**config.mk**
```make
export PLATFORM = sky130hd
export DESIGN_NAME = trace_status_encoder
export DESIGN_NICKNAME = d
export VERILOG_FILES = /design/src/rtl/trace_pkg.sv /design/src/rtl/trace_fifo.sv /design/src/rtl/trace_sequencer.sv /design/src/rtl/trace_status_encoder.sv
export SDC_FILE = /design/constraint.sdc
export NUM_CORES = 1
export LEC_CHECK = 0
export CORE_ASPECT_RATIO = 1.4
export CORE_MARGIN = 10
export CORE_UTILIZATION = 35
export CTS_CLUSTER_SIZE = 40
export DETAILED_ROUTE_END_ITERATION = 8
export DONT_BUFFER_PORTS = 1
export GPL_ROUTABILITY_DRIVEN = 0
export PLACE_DENSITY = 0.48
export SYNTH_ARGS = -nofsm -noshare
export SYNTH_HDL_FRONTEND = slang
export SYNTH_SLANG_ARGS = --single-unit
export TNS_END_PERCENT = 20
```
**constraint.sdc**
```tcl
create_clock -name clk -period 4.2 [get_ports clk]
set_input_delay 0.63 -clock clk [delete_from_list [all_inputs] [get_ports clk]]
set_output_delay 0.63 -clock clk [all_outputs]
set_load 0.05 [all_outputs]
```
**src/rtl/trace_pkg.sv**
```systemverilog
package trace_pkg;

    localparam int DATA_W = 32;
    localparam int SIZE_W = $clog2(DATA_W / 8);

    typedef enum logic [2:0] {
        IC_PLAIN   = 3'd0,
        IC_SRWRITE = 3'd1,
        IC_RTE     = 3'd2,
        IC_BRANCH  = 3'd3,
        IC_CAPTURE = 3'd4
    } iclass_e;

    localparam logic [3:0] CODE_IDLE   = 4'h0;
    localparam logic [3:0] CODE_BEGIN  = 4'h1;
    localparam logic [3:0] CODE_USER   = 4'h3;
    localparam logic [3:0] CODE_FLOW   = 4'h5;
    localparam logic [3:0] CODE_RETURN = 4'h7;
    localparam logic [3:0] CODE_MARK0  = 4'h8;
    localparam logic [3:0] CODE_EMU    = 4'hD;
    localparam logic [3:0] CODE_STOP   = 4'hE;
    localparam logic [3:0] CODE_HALT   = 4'hF;

    typedef enum logic [1:0] {
        PH_USER = 2'd0,
        PH_MARK = 2'd1,
        PH_NIB  = 2'd2,
        PH_EMU  = 2'd3
    } phase_e;

    typedef struct packed {
        logic              user;
        logic              emu;
        logic              has_data;
        logic [SIZE_W-1:0] size;
        logic [DATA_W-1:0] data;
    } tail_t;

    localparam int TAIL_W = $bits(tail_t);

    function automatic logic [3:0] start_code(iclass_e c);
        case (c)
            IC_RTE:    return CODE_RETURN;
            IC_BRANCH: return CODE_FLOW;
            default:   return CODE_BEGIN;
        endcase
    endfunction

    function automatic logic needs_tail(tail_t t);
        return t.user | t.emu | t.has_data;
    endfunction

    function automatic phase_e first_phase(tail_t t);
        if (t.user)
            return PH_USER;
        else if (t.has_data)
            return PH_MARK;
        else
            return PH_EMU;
    endfunction

    function automatic logic [3:0] marker_code(logic [SIZE_W-1:0] sz);
        return CODE_MARK0 + 4'(sz);
    endfunction

endpackage

```
**src/rtl/trace_fifo.sv**
```systemverilog
module trace_fifo #(
    parameter int W     = 8,
    parameter int DEPTH = 4
) (
    input  logic                       clk,
    input  logic                       rst,
    input  logic                       push,
    input  logic [W-1:0]               din,
    input  logic                       pop,
    output logic [W-1:0]               dout,
    output logic                       empty,
    output logic                       full,
    output logic [$clog2(DEPTH+1)-1:0] count
);
    localparam int PTR_W = (DEPTH > 1) ? $clog2(DEPTH) : 1;
    localparam int CNT_W = $clog2(DEPTH+1);

    logic [W-1:0]     mem [DEPTH];
    logic [PTR_W-1:0] wr_ptr, rd_ptr;
    logic [CNT_W-1:0] cnt_q;
    logic             do_push, do_pop;

    assign empty   = (cnt_q == '0);
    assign full    = (cnt_q == CNT_W'(DEPTH));
    assign count   = cnt_q;
    assign dout    = mem[rd_ptr];
    assign do_push = push && !full;
    assign do_pop  = pop && !empty;

    function automatic logic [PTR_W-1:0] bump(logic [PTR_W-1:0] p);
        return (p == PTR_W'(DEPTH-1)) ? '0 : p + 1'b1;
    endfunction

    always_ff @(posedge clk) begin
        if (rst) begin
            wr_ptr <= '0;
            rd_ptr <= '0;
            cnt_q  <= '0;
        end else begin
            if (do_push)
                wr_ptr <= bump(wr_ptr);
            if (do_pop)
                rd_ptr <= bump(rd_ptr);
            case ({do_push, do_pop})
                2'b10:   cnt_q <= cnt_q + 1'b1;
                2'b01:   cnt_q <= cnt_q - 1'b1;
                default: cnt_q <= cnt_q;
            endcase
        end
    end

    always_ff @(posedge clk) begin
        if (do_push)
            mem[wr_ptr] <= din;
    end

endmodule

```
**src/rtl/trace_sequencer.sv**
```systemverilog
module trace_sequencer
    import trace_pkg::*;
#(
    parameter int EMU_CYCLES = 3
) (
    input  logic       clk,
    input  logic       rst,
    input  logic       advance,
    input  logic       head_valid,
    input  tail_t      head,
    output logic [3:0] step_pst,
    output logic [3:0] step_dd,
    output logic       pop
);
    localparam int MAX_NIB = 2 * (DATA_W / 8);
    localparam int LIM     = (EMU_CYCLES > MAX_NIB) ? EMU_CYCLES : MAX_NIB;
    localparam int CNT_W   = $clog2(LIM + 1);

    phase_e           ph_q, eff_ph, nxt_ph;
    logic             fresh_q;
    logic [CNT_W-1:0] cnt_q;
    logic             done;
    logic [DATA_W-1:0] shifted;
    logic [CNT_W-1:0] nib_last;

    assign eff_ph   = fresh_q ? first_phase(head) : ph_q;
    assign shifted  = head.data >> {cnt_q, 2'b00};
    assign nib_last = CNT_W'({head.size, 1'b1});

    always_comb begin
        step_pst = CODE_IDLE;
        step_dd  = 4'h0;
        nxt_ph   = eff_ph;
        done     = 1'b0;
        case (eff_ph)
            PH_USER: begin
                step_pst = CODE_USER;
                if (head.has_data)
                    nxt_ph = PH_MARK;
                else if (head.emu)
                    nxt_ph = PH_EMU;
                else
                    done = 1'b1;
            end
            PH_MARK: begin
                step_pst = marker_code(head.size);
                nxt_ph   = PH_NIB;
            end
            PH_NIB: begin
                step_dd = shifted[3:0];
                if (cnt_q == nib_last) begin
                    if (head.emu)
                        nxt_ph = PH_EMU;
                    else
                        done = 1'b1;
                end
            end
            default: begin
                step_pst = CODE_EMU;
                if (cnt_q == CNT_W'(EMU_CYCLES - 1))
                    done = 1'b1;
            end
        endcase
    end

    assign pop = advance && head_valid && done;

    always_ff @(posedge clk) begin
        if (rst) begin
            ph_q    <= PH_USER;
            fresh_q <= 1'b1;
            cnt_q   <= '0;
        end else if (advance && head_valid) begin
            if (done) begin
                fresh_q <= 1'b1;
                cnt_q   <= '0;
            end else begin
                fresh_q <= 1'b0;
                ph_q    <= nxt_ph;
                cnt_q   <= (nxt_ph == eff_ph) ? cnt_q + 1'b1 : '0;
            end
        end
    end

endmodule

```
**src/rtl/trace_status_encoder.sv**
```systemverilog
module trace_status_encoder
    import trace_pkg::*;
#(
    parameter int DEPTH      = 4,
    parameter int EMU_CYCLES = 3
) (
    input  logic                   clk,
    input  logic                   rst,
    input  logic                   insn_start,
    input  logic [2:0]             insn_class,
    input  logic                   enter_user,
    input  logic                   enter_emu,
    input  logic                   show_target,
    input  logic [SIZE_W-1:0]      data_size,
    input  logic [DATA_W-1:0]      data_val,
    input  logic                   core_stopped,
    input  logic                   core_halted,
    output logic [3:0]             pst,
    output logic [3:0]             ddata,
    output logic                   stall
);
    localparam int CNT_W = $clog2(DEPTH + 1);

    iclass_e          cls;
    tail_t            new_rec, head;
    logic [TAIL_W-1:0] head_bits;
    logic             blocked, accept, push, advance, pop;
    logic             q_empty, q_full;
    logic [CNT_W-1:0] q_count;
    logic [3:0]       step_pst, step_dd;
    logic [3:0]       pst_n, dd_n;

    assign cls     = iclass_e'(insn_class);
    assign blocked = core_stopped | core_halted;
    assign accept  = insn_start && !blocked;
    assign advance = !blocked && !insn_start;

    always_comb begin
        new_rec.user     = enter_user && (cls == IC_SRWRITE || cls == IC_RTE);
        new_rec.emu      = enter_emu && (cls == IC_RTE);
        new_rec.has_data = (cls == IC_CAPTURE) || (cls == IC_BRANCH && show_target);
        new_rec.size     = data_size;
        new_rec.data     = data_val;
    end

    assign push = accept && needs_tail(new_rec);
    assign head = tail_t'(head_bits);

    trace_fifo #(
        .W     (TAIL_W),
        .DEPTH (DEPTH)
    ) u_queue (
        .clk   (clk),
        .rst   (rst),
        .push  (push),
        .din   (new_rec),
        .pop   (pop),
        .dout  (head_bits),
        .empty (q_empty),
        .full  (q_full),
        .count (q_count)
    );

    trace_sequencer #(
        .EMU_CYCLES (EMU_CYCLES)
    ) u_seq (
        .clk        (clk),
        .rst        (rst),
        .advance    (advance),
        .head_valid (!q_empty),
        .head       (head),
        .step_pst   (step_pst),
        .step_dd    (step_dd),
        .pop        (pop)
    );

    always_comb begin
        dd_n = 4'h0;
        if (core_halted)
            pst_n = CODE_HALT;
        else if (core_stopped)
            pst_n = CODE_STOP;
        else if (insn_start)
            pst_n = start_code(cls);
        else if (!q_empty) begin
            pst_n = step_pst;
            dd_n  = step_dd;
        end else
            pst_n = CODE_IDLE;
    end

    always_ff @(posedge clk) begin
        if (rst) begin
            pst   <= CODE_IDLE;
            ddata <= 4'h0;
        end else begin
            pst   <= pst_n;
            ddata <= dd_n;
        end
    end

    assign stall = q_full;

    logic unused_cnt;
    assign unused_cnt = ^q_count;

endmodule

```
==> results.md <==
- The warning count from the yosys run is 0.
- The number of cells upsized or downsized after cts is 0.
- The top fanout value on the critical path is 6.
- Counting flops and latches in the post-synthesis netlist gives 172.
- The post-detailed-route DRC marker count is 0.
- The routed length per instance is between 20 and 25 microns.
- The longest clock path from root to sink contains 2 buffers.
- Setup violations remaining at the end of the flow were counted as 0.
- The initial utilization of the core area, before any placement, comes to 35.4%.
- The number of nets still failing antenna checks after routing is 0.
- In this design, the stage delay of the slowest critical-path cell is 0.41 ns.
- The area of placed instances is 7390 sq um.
- Routed signal wires occupy layers up through met4.
- The critical path is of the flop to flop type.
- The die outline height is 187 microns.
- In the synthesized netlist the async set-or-reset flop fraction comes to 0%.
- Traced cell by cell, the critical path runs through mux2i_1, a41oi_1, and2_1, inv_1, ha_1, nor4bb_1, mux2i_1, o21ai_0, nand2_1, a21oi_2, ha_1, inv_1, fa_1, xor2_1, or3_1, a21oi_1.
- For this block, the initial DRC count from the detailed router was 181.
- Input and output buffers added on the ports amount to 0.
- The slowest stage of the critical path is the dfxtp_2 cell.
- The via count of the first global-routing pass is 3761.
- The analysis attributes to cell leakage a power of 2.49 nW.
- The routed length on met3 is roughly 1100 microns.
- The fraction of layout cells with a size suffix above 1 is about 25%.
- The horizontal extent of the die is between 100 and 150 microns.
- The data arrival time of the critical path is approximately 4.2 ns.
- The tightest min-delay check is of the input pin to flop type.
- The initial antenna violation count is 0.
- In this run, the combinational gates consume 1.4% of the power.
- CTS placed an instance of clkbuf_16 at the clock tree root.
- Summed over all nets, the half-perimeter wirelength after detailed placement is ~9700 microns.
- Yosys mapped a number of flops with a built-in enable equal to approximately 150.
- STA classifies the critical path endpoint as a flop.
- Using the TritonRoute via totals, the vias-per-cell ratio works out to 5.19.
- In the layout the commonest cells are edfxtp_1, mux4_2, dfxtp_1.
- The floorplan die area is 26100 sq um.
- For this block, wires on met1 add up to 5470 microns.
- The critical path data required time is about 4.6 ns.
- Setup repair after global routing left no endpoint under its margin.
- The number of detailed-routing iterations run before antenna repair is 5.
- Total power for the finished layout comes to 3.49 mW.
- For this design the ratio of total power to cell area is between 400 and 500 nW/um^2.
- The switching share of power is a little over a fifth.
- Global routing used 11.4% of the available tracks.
- Once the clock tree was built, the setup fixing pass inserted 0 buffers.
- Pin placement for this block handled 54 I/O pins.
- The number of max-slew violations in the final report is 0.
- The residual overflow from global routing is 0.
- Once layout is done, the placed cells without fillers occupy 8000 sq um.
- The number of nets at the end of the flow is 451.
- The post-synthesis sequential area ratio is 70.4%.
- The clock-pin slew of the registers on the worst-case setup and hold paths is 0.07 ns.
- The worst ir drop on vdd is 268 uV.
- The worst hold path begins at rst.
- Of the total power, registers draw 53.8%.
- The worst setup path is launched from a flop.
- The main flop type after synthesis is edfxtp_1.
- The tool flagged a number of max-cap violations equal to 0.
- The run finished with clean final reports.
- The worst clock skew on the final layout is 0.0135 ns.
- Clock tree synthesis inserted a total of 17 buffers.
- The wire length on met2 is 7650 microns.
- The portion of total power attributed to the clock network is 44.9%.
- The cell internal power dissipation is 2.74 mW.
- The row count is 61.
- For this run, the top clock speed supported by timing is 263 MHz.
- The final setup TNS is 0 ns.
- The mapped netlist covers about 7000 sq um.
- Counting instances, the worst hold path has a depth of 1.
- 0 antenna diodes ended up in the layout.
- The core region area is between 15000 and 20000 sq um.
- The number of hold buffers added after CTS was 0.
- The clock tree synthesis step divided the H-tree into 4 levels.
- The clock net in this run drives a total of 172 sinks.
- The number of nets in the synthesized netlist is 432.
- The total net switching power is 0.752 mW.
- The library cell used most frequently in the layout, excluding fill and tap cells, is edfxtp_1.
- The final hold violation count came to 0.
- The area growth from synthesis to layout is 14.4%.
- Headroom to the max-slew limit came out at 51.1%.
- Dividing the final minimum period by the clock period gives 90.5%.
- Synthesis produced between 300 and 400 cells.
- Yosys mapped the design onto 52 distinct sky130hd cell types.
- Counting cells, the worst reg-to-reg path comes to 16.
- The worst-margin pin slew is 0.733 ns.
- The first-pass GRT wire length is about 22000 microns.
- The largest net degree at the start of global routing is 38.
- In this run the mean area of a mapped cell was 18.7 sq um.
- For this block, the routed nets add up to 14500 microns of wire.
- The post-route minimum period is 3.80 ns.
- Clock latency on the worst-skew pair, taken at its later pin, is around 0.43 ns.
- TritonCTS built the clock tree.
- Across all layers, the routed design uses about 3400 vias.
[state kept, by name, indices dropped and copies added, names as in the netlist, named ones only]
signal	cells
u_seq.cnt_q	4
pst	4
u_queue.wr_ptr	2
u_seq.fresh_q	1
u_queue.mem	148
ddata	4
u_seq.ph_q	2
u_queue.rd_ptr	2
u_queue.count	3
[power by group through the flow]
stage          sequential (mW)  clock [mW]  combinational [mW]
2_1_floorplan             1.91           0              0.0364
3_3_place_gp              1.91           0              0.0483
3_5_place_dp              1.91           0              0.0486
4_1_cts                   1.88        1.60              0.0488
5_1_grt                   1.88        1.68              0.0529
6_report                  1.88        1.56              0.0478
[routing by layer]
| metal | up-vias | track usage [%] |
|---|---|---|
| li1 | 1540 | - |
| met1 | 1763 | 11.8 |
| met2 | 91 | 19.8 |
| met3 | 23 | 4.45 |
| met4 | 0 | 5.11 |
| met5 | - | 0 |
[kinds of logic (layout without fill, tap and decap cells)]
family / count (synthesis) / count (layout) / share of synthesized area [%]
mux: 60 / 60 / 16.6
xor+xnor: 4 / 4 / 0.501
flops: 172 / 172 / 70.4
compound gates: 31 / 31 / 3.28
buf+inv: 28 / 60 / 1.83
simple gates: 66 / 66 / 4.92
fa+ha+maj: 13 / 13 / 2.43
[worst paths after layout]
kind | end | slack [ns]
worst max-delay path | u_queue.count[2] | 0.40
worst min-delay path | pst[3] | 0.26
worst max register to register | u_queue.count[2] | 0.40
worst min register to register | u_queue.count[2] | 0.51
[critical path, delay by kind of cell, from the launching register on]
kind	cells	cell delay (ns)
DFF	1	0.41
xor gates and xnor gates	1	0.16
muxes	2	0.42
buffers and inverters	2	0.16
AOI/OAI and AO/OA	4	0.87
and+or+nand+nor	4	0.92
adders and majority gates	3	0.79
[final cells by class]
class                      count  area [sq um]
sequential                   172          4930
fill                        1766         11800
clock buffer                  17           425
inverter                      14          52.6
tap                          252           315
clock inverter                15           175
timing repair buffer          14           155
multi-input combinational    174          1940
[cells in the mapped netlist, types with 2 or more instances]
| cell | count | share of area (%) |
|---|---|---|
| a41oi_1 | 3 | 0.38 |
| xor2_1 | 3 | 0.38 |
| ha_1 | 12 | 2.1 |
| mux4_2 | 43 | 14 |
| nand4b_1 | 2 | 0.25 |
| nor2b_1 | 4 | 0.36 |
| nor2_1 | 21 | 1.1 |
| nand2_1 | 11 | 0.59 |
| clkbuf_1 | 8 | 0.43 |
| o21ai_0 | 4 | 0.29 |
| mux2i_1 | 14 | 2.0 |
| nor3_1 | 5 | 0.36 |
| a21oi_2 | 2 | 0.25 |
| dfxtp_1 | 24 | 6.9 |
| or3_1 | 2 | 0.18 |
| and3_1 | 3 | 0.27 |
| buf_6 | 2 | 0.32 |
| inv_1 | 14 | 0.75 |
| nand3_1 | 2 | 0.14 |
| o21ai_1 | 2 | 0.14 |
| a31oi_1 | 4 | 0.36 |
| nand2b_1 | 3 | 0.27 |
| buf_2 | 3 | 0.21 |
| edfxtp_1 | 148 | 64 |
| and2_1 | 5 | 0.45 |
| a21oi_1 | 4 | 0.29 |
[through the flow]
step | instances | utilization (%) | hold WS (ns) | setup slack [ns]
2_1_floorplan | 374 | - | 0.452 | 0.630
3_3_place_gp | 626 | 37.4 | 0.474 | 0.619
3_5_place_dp | 626 | 37.4 | 0.505 | 0.463
4_1_cts | 658 | 40.4 | 0.242 | 0.437
5_1_grt | 658 | 40.4 | 0.241 | 0.149
6_report | 658 | 40.4 | 0.264 | 0.397
Note: power is estimated with default switching activity, not from simulation.
